<file path="config.mk">
export PLATFORM = sky130hd
export DESIGN_NAME = mdma_seq
export DESIGN_NICKNAME = d
export VERILOG_FILES = /design/src/rtl/mdma_pkg.sv /design/src/rtl/mdma_sync.sv /design/src/rtl/mdma_phase_timer.sv /design/src/rtl/mdma_seq.sv
export SDC_FILE = /design/constraint.sdc
export NUM_CORES = 1
export LEC_CHECK = 0
export ABC_AREA = 1
export ABC_CLOCK_PERIOD_IN_PS = 1800
export CORE_ASPECT_RATIO = 0.8
export CORE_UTILIZATION = 57
export CTS_CLUSTER_DIAMETER = 120
export CTS_CLUSTER_SIZE = 14
export DETAILED_ROUTE_END_ITERATION = 16
export DONT_BUFFER_PORTS = 1
export PLACE_DENSITY = 0.84
export SYNTH_ARGS = -nofsm -noshare
export SYNTH_HDL_FRONTEND = slang
export SYNTH_SLANG_ARGS = --single-unit
</file>
<file path="constraint.sdc">
create_clock -name clk -period 1.8 [get_ports clk]
set_input_delay 0 -clock clk [delete_from_list [all_inputs] [get_ports clk]]
set_output_delay 0 -clock clk [all_outputs]
set_load 0.02 [all_outputs]
</file>
<file path="src/rtl/mdma_pkg.sv">
package mdma_pkg;
    localparam int WORD_W   = 32;
    localparam int TM_LSB   = 0;
    localparam int TM_W     = 4;
    localparam int TD_LSB   = 4;
    localparam int TD_W     = 8;
    localparam int TEOC_LSB = 12;
    localparam int TEOC_W   = 8;
    localparam int PH_W     = (TD_W > TEOC_W) ? TD_W : TEOC_W;

    typedef enum logic [2:0] {
        ST_IDLE,
        ST_SETUP,
        ST_STROBE,
        ST_RECOV,
        ST_TAIL
    } mdma_state_e;

    typedef struct packed {
        logic [TM_W-1:0]   tm;
        logic [TD_W-1:0]   td;
        logic [TEOC_W-1:0] teoc;
    } mdma_timing_t;

    function automatic mdma_timing_t unpack_timing(input logic [WORD_W-1:0] w);
        mdma_timing_t t;
        t.tm   = w[TM_LSB +: TM_W];
        t.td   = w[TD_LSB +: TD_W];
        t.teoc = w[TEOC_LSB +: TEOC_W];
        return t;
    endfunction
endpackage

</file>
<file path="src/rtl/mdma_sync.sv">
module mdma_sync #(
    parameter int STAGES = 2
) (
    input  logic clk,
    input  logic rst,
    input  logic d_i,
    output logic q_o
);
    logic [STAGES-1:0] sh_d, sh_q;

    always_comb begin
        sh_d[0] = d_i;
        for (int i = 1; i < STAGES; i++) begin
            sh_d[i] = sh_q[i-1];
        end
    end

    always_ff @(posedge clk) begin
        if (rst) sh_q <= '0;
        else     sh_q <= sh_d;
    end

    assign q_o = sh_q[STAGES-1];
endmodule

</file>
<file path="src/rtl/mdma_phase_timer.sv">
module mdma_phase_timer #(
    parameter int CNT_W = 8
) (
    input  logic             clk,
    input  logic             rst,
    input  logic             clear_i,
    input  logic [CNT_W-1:0] limit_i,
    output logic             done_o
);
    logic [CNT_W-1:0] cnt_d, cnt_q;

    always_comb begin
        cnt_d = clear_i ? '0 : cnt_q + 1'b1;
    end

    always_ff @(posedge clk) begin
        if (rst) cnt_q <= '0;
        else     cnt_q <= cnt_d;
    end

    assign done_o = (cnt_q == limit_i);

    // the sequencer must close a phase when its count is reached
    AST_PHASE_CLOSED: assert property (@(posedge clk) disable iff (rst)
        done_o |-> clear_i) else $error("phase ran past its count");
    AST_COUNT_BOUND: assert property (@(posedge clk) disable iff (rst)
        !clear_i |=> (cnt_q != '0)) else $error("phase counter wrapped");
endmodule

</file>
<file path="src/rtl/mdma_seq.sv">
module mdma_seq
    import mdma_pkg::*;
#(
    parameter int DATA_W      = 16,
    parameter int SYNC_STAGES = 2
) (
    input  logic              clk,
    input  logic              rst,
    input  logic [WORD_W-1:0] timing_i,
    input  logic              dir_wr_i,
    input  logic [DATA_W-1:0] tx_data_i,
    input  logic              tx_valid_i,
    output logic              tx_ready_o,
    output logic [DATA_W-1:0] rx_data_o,
    output logic              rx_valid_o,
    input  logic              dmarq_i,
    output logic              dmack_n_o,
    output logic              cs0_n_o,
    output logic              cs1_n_o,
    output logic              dior_n_o,
    output logic              diow_n_o,
    output logic [DATA_W-1:0] dd_o,
    input  logic [DATA_W-1:0] dd_i,
    output logic              dd_oe_o
);
    typedef struct packed {
        mdma_state_e       st;
        logic              wr;
        mdma_timing_t      tim;
        logic [DATA_W-1:0] wdata;
        logic [DATA_W-1:0] rdata;
        logic              rvalid;
    } seq_regs_t;

    seq_regs_t r_d, r_q;

    logic            req_s;
    logic            ph_done;
    logic            ph_clear;
    logic [PH_W-1:0] ph_limit;
    logic            take_word;

    mdma_sync #(.STAGES(SYNC_STAGES)) i_req_sync (
        .clk (clk),
        .rst (rst),
        .d_i (dmarq_i),
        .q_o (req_s)
    );

    mdma_phase_timer #(.CNT_W(PH_W)) i_timer (
        .clk     (clk),
        .rst     (rst),
        .clear_i (ph_clear),
        .limit_i (ph_limit),
        .done_o  (ph_done)
    );

    always_comb begin
        case (r_q.st)
            ST_SETUP, ST_TAIL: ph_limit = PH_W'(r_q.tim.tm);
            ST_STROBE:         ph_limit = PH_W'(r_q.tim.td);
            ST_RECOV:          ph_limit = PH_W'(r_q.tim.teoc);
            default:           ph_limit = '0;
        endcase
    end

    always_comb begin
        r_d        = r_q;
        r_d.rvalid = 1'b0;
        ph_clear   = 1'b0;
        take_word  = 1'b0;
        case (r_q.st)
            ST_IDLE: begin
                ph_clear = 1'b1;
                if (req_s && (!dir_wr_i || tx_valid_i)) begin
                    r_d.st    = ST_SETUP;
                    r_d.wr    = dir_wr_i;
                    r_d.tim   = unpack_timing(timing_i);
                    take_word = dir_wr_i;
                end
            end
            ST_SETUP: begin
                if (ph_done) begin
                    ph_clear = 1'b1;
                    r_d.st   = ST_STROBE;
                end
            end
            ST_STROBE: begin
                if (ph_done) begin
                    ph_clear = 1'b1;
                    r_d.st   = ST_RECOV;
                    if (!r_q.wr) begin
                        r_d.rdata  = dd_i;
                        r_d.rvalid = 1'b1;
                    end
                end
            end
            ST_RECOV: begin
                if (ph_done) begin
                    ph_clear = 1'b1;
                    if (req_s && (!r_q.wr || tx_valid_i)) begin
                        r_d.st    = ST_SETUP;
                        take_word = r_q.wr;
                    end else begin
                        r_d.st = ST_TAIL;
                    end
                end
            end
            ST_TAIL: begin
                if (ph_done) begin
                    ph_clear = 1'b1;
                    r_d.st   = ST_IDLE;
                end
            end
            default: begin
                ph_clear = 1'b1;
                r_d.st   = ST_IDLE;
            end
        endcase
        if (take_word) r_d.wdata = tx_data_i;
    end

    always_ff @(posedge clk) begin
        if (rst) begin
            r_q.st     <= ST_IDLE;
            r_q.wr     <= 1'b0;
            r_q.tim    <= '0;
            r_q.wdata  <= '0;
            r_q.rdata  <= '0;
            r_q.rvalid <= 1'b0;
        end else begin
            r_q <= r_d;
        end
    end

    assign tx_ready_o = take_word;
    assign rx_data_o  = r_q.rdata;
    assign rx_valid_o = r_q.rvalid;
    assign dmack_n_o  = (r_q.st == ST_IDLE);
    assign cs0_n_o    = 1'b1;
    assign cs1_n_o    = 1'b1;
    assign dior_n_o   = !((r_q.st == ST_STROBE) && !r_q.wr);
    assign diow_n_o   = !((r_q.st == ST_STROBE) && r_q.wr);
    assign dd_o       = r_q.wdata;
    assign dd_oe_o    = r_q.wr && ((r_q.st == ST_SETUP) || (r_q.st == ST_STROBE));

    AST_ONE_STROBE: assert property (@(posedge clk) disable iff (rst)
        dior_n_o || diow_n_o) else $error("both strobes low");
    AST_STROBE_UNDER_ACK: assert property (@(posedge clk) disable iff (rst)
        (!dior_n_o || !diow_n_o) |-> !dmack_n_o) else $error("strobe without ack");
    AST_OE_WRITE_ONLY: assert property (@(posedge clk) disable iff (rst)
        dd_oe_o |-> (!dmack_n_o && dior_n_o)) else $error("bus driven outside write");
    AST_WDATA_STABLE: assert property (@(posedge clk) disable iff (rst)
        !diow_n_o |=> (diow_n_o || $stable(dd_o))) else $error("data moved under strobe");
    AST_RX_PULSE: assert property (@(posedge clk) disable iff (rst)
        rx_valid_o |=> !rx_valid_o) else $error("read valid longer than a cycle");
    AST_RX_AFTER_STROBE: assert property (@(posedge clk) disable iff (rst)
        rx_valid_o |-> ($past(!dior_n_o) && dior_n_o)) else $error("read valid misplaced");
    AST_ACK_RELEASE_CLEAN: assert property (@(posedge clk) disable iff (rst)
        $rose(dmack_n_o) |-> (dior_n_o && diow_n_o && !dd_oe_o)) else $error("ack dropped mid word");
endmodule

</file>
==> flow_summary_export.csv <==
group,metric,value,unit
layout,syn_to_final_growth,34.5,%
logic_synthesis,ys_ff_latch,67,
outcome,status,"finished, violations left",
clock_tree,cts_tree,"done",
drt,post_drt_via_cell_ratio,5.32,
timing,worst_slack,-0.237,ns
floorplan,die_h,69.5,µm
power,leakage,1.83,nW
critical_path,path_class,"reg -> out",
logic_synthesis,netlist_instances,461,
grt,overflow,0,
drt,vias,3161,
drt,drt_iter0_drc,146,
drt,first_pass_iters,5,
placement,pre_cts_slack,-0.207,ns
drt,drt-wirelength-per-cell,15.2,µm
timing,slew_headroom,63.0,%
critical_path,cp_max_fo,5,
drt,antenna_left,0,
clock_tree,cts_buffers,9,
logic_synthesis,synthTopCellsByArea,"dfxtp_1 41%, nor2_1 12%, buf_4 8.3%",
floorplan,ioPinCount,109,
logic_synthesis,avgSynthCellArea,7.04,µm²
outcome,violations,"negative setup slack",
timing,fmax,491,MHz
placement,gp_congestion,0.857,
grt,grt_pass1_vias,3056,
timing,holdWs,0.0975,ns
clock_tree,cts_buffer_depth,2,
clock_tree,cts_max_level,3,
floorplan,row_count,24,
grt,grtUsageTotal,29.0,%
timing,tightest_slew,0.554,ns
power,p_per_area,1280,mW/mm²
grt,grt_max_degree,34,
critical_path,rrSetupSlack,-0.22,ns
logic_synthesis,async_flop_share,0,%
run,drv_cap,0,
logic_synthesis,synthTopCellsByCount,"104 x nor2_1, 67 x dfxtp_1, 62 x nand2_1, 44 x inv_1, 38 x o21ai_0",
logic_synthesis,synth_edf_count,0,
grt,grt_pass1_wl,13.4,mm
timing,fin_skew,0.0102,ns
critical_path,arrival,2.04,ns
critical_path,cp-end-kind,"output port",
timing,min_period,2.04,ns
logic_synthesis,synth_cell_types,25,
timing,hold_viol,0,
grt,antenna_found_initial,1,
critical_path,crit_buf_inv,3,
critical_path,cp_cell_sequence,"buf_6 -> nand3_4 -> nor2_2 -> nor2_2 -> nand2_1 -> nand2_1 -> nand2_2 -> nor2_4 -> nand4_4 -> buf_12 -> nand2_4 -> buf_6",
layout,fin_nets,580,
logic_synthesis,yosysSeqAreaShare,41.3,%
clock_tree,clk_pin_slew,0.08,ns
critical_path,cp_slowest_cell,"dfxtp_4",
floorplan,die-area,0.00600,mm²
timing,slew_violations,0,
clock_tree,clk-insertion-delay-late,0.35,ns
critical_path,crit_path_max_incr_delay,0.38,ns
power,finalPower,5.58,mW
critical_path,crit_required,1.80,ns
power,ir_worst_vdd,775,µV
timing,fin_crit_sh,113,%
placement,dpl.hpwl,4.68,mm
clock_tree,cts_root_buf,"clkbuf_8",
floorplan,chipWidth,86.4,µm
logic_synthesis,synth.most_common_cell,"nor2_1",
floorplan,initial_utilization,59.4,%
hold_path,hp-class,"in -> reg",
placement,portBuffers,0,
logic_synthesis,synth_flop_cell,"dfxtp_1",
timing,setup_violations,45,
clock_tree,cts.sinks,67,
layout,layout-drive-gt1-share,20.0,%
critical_path,cp-start-kind,"flop",
critical_path,crit_family,"simple AND/OR/NAND/NOR gates",
logic_synthesis,synth_top_area_share,41.3,%
logic_synthesis,syn-cell-area,0.00325,mm²
drt,drc,0,
floorplan,fp.coreArea,0.00547,mm²
timing,rsz0062_at_grt,"true",
drt,drt_wl_total,9.02,mm
layout,postLayoutCoreUtil,79.9,%
logic_synthesis,yosysWarnings,0,
logic_synthesis,yosysTopAreaCell,"dfxtp_1",
logic make-up after synthesis:
family | share of synthesized area (%)
AO/OA/AOI/OAI | 10.3
XOR/XNOR | 1.35
adder cells (fa/ha/maj) | 0.385
buffers and inverters | 16.7
flip-flops | 41.3
other | 0.116
AND/OR/NAND/NOR | 29.8
metal layers:
layer	vias to the layer above	GRT usage [%]	wire, µm
li1	1530	-	-
met1	1456	31.4	3470
met2	142	50.0	4560
met3	33	9.17	675
met4	0	15.6	306
met5	-	0	0
layout by cell type (no fill, tap or decap), types with 2 or more instances in the layout:
| master | netlist | layout |
|---|---|---|
| clkinv_4 | 0 | 3 |
| nand4_4 | 2 | 5 |
| nor2_2 | 0 | 8 |
| nand2_4 | 0 | 3 |
| inv_4 | 0 | 2 |
| nand3_4 | 1 | 3 |
| buf_4 | 36 | 20 |
| bufinv_16 | 0 | 3 |
| dfxtp_4 | 0 | 2 |
| clkinvlp_4 | 0 | 2 |
| nor2_1 | 104 | 94 |
| o21ai_2 | 0 | 6 |
| nor2_4 | 3 | 5 |
| nand3_2 | 1 | 3 |
| clkbuf_8 | 0 | 9 |
| buf_12 | 0 | 2 |
| a21oi_2 | 0 | 3 |
| o21ai_1 | 0 | 9 |
| dfxtp_1 | 67 | 64 |
| nand2_1 | 62 | 50 |
| dlygate4sd3_1 | 0 | 55 |
| inv_1 | 44 | 43 |
| conb_1 | 1 | 2 |
| nand4_1 | 8 | 8 |
| buf_6 | 2 | 9 |
| nand2_2 | 0 | 9 |
| xor2_1 | 5 | 5 |
| a21oi_1 | 29 | 26 |
| nand3_1 | 32 | 28 |
| o21ai_0 | 38 | 23 |
flip-flops by register name, summed over array words and instances (netlist names):
name / count
r_q: 24
dd_o: 16
rx_data_o: 16
i_timer.cnt_q: 8
i_req_sync.sh_q: 2
rx_valid_o: 1
worst reg2reg max path, delay by kind of cell (launching register included):
family | cells | cell delay, ns
buf+inv | 3 | 0.47
simple gates | 10 | 1.11
flops | 1 | 0.38
stage by stage:
step	area [µm²]	cells	TNS, ns
5_1_grt	4370	594	-11.09
3_5_place_dp	3180	506	-4.41
4_1_cts	4170	588	-3.20
2_1_floorplan	3260	462	0
3_3_place_gp	3180	506	-1.52
6_report	4370	594	-6.86
power by group:
group / switching, mW / total (mW) / internal (mW) / leakage, nW
clock network: 0.579 / 1.50 / 0.922 / 0.113
registers: 0.363 / 2.09 / 1.72 / 0.546
logic: 1.16 / 1.99 / 0.833 / 1.17
total: 2.10 / 5.58 / 3.48 / 1.83
layout make-up:
cell class                 count  area [µm²]
inverter                      47         186
fill                         344        1100
antenna                        1        2.50
tap                           78        97.6
clock inverter                 6         114
multi-input combinational    296        1600
timing repair buffer          88         885
timing repair inverter         1        8.76
clock buffer                  10         128
sequential                    67        1350
final timing paths:
path	start	end	cells after the start
max	r_q[54]$_SDFFE_PP0P_	tx_ready_o	12
min	rst	dd_o[15]$_SDFFE_PP0P_	3
min reg2reg	i_req_sync.sh_q[0]$_SDFF_PP0_	i_req_sync.sh_q[1]$_SDFF_PP0_	2
max reg2reg	r_q[54]$_SDFFE_PP0P_	rx_data_o[7]$_SDFFE_PP0P_	13
what timing repair did:
| item | 4_1_cts | 5_1_grt |
|---|---|---|
| pin swaps | 14 | 31 |
| gates resized for setup | 41 | 42 |
| hold buffers | 54 | 1 |
| setup buffers | 8 | 3 |
| cloned | 4 | 1 |
| endpoints found under the hold margin | 56 | 1 |
| setup endpoints to repair | 42 | 46 |
No activity file was read; power rests on OpenSTA's default activity.
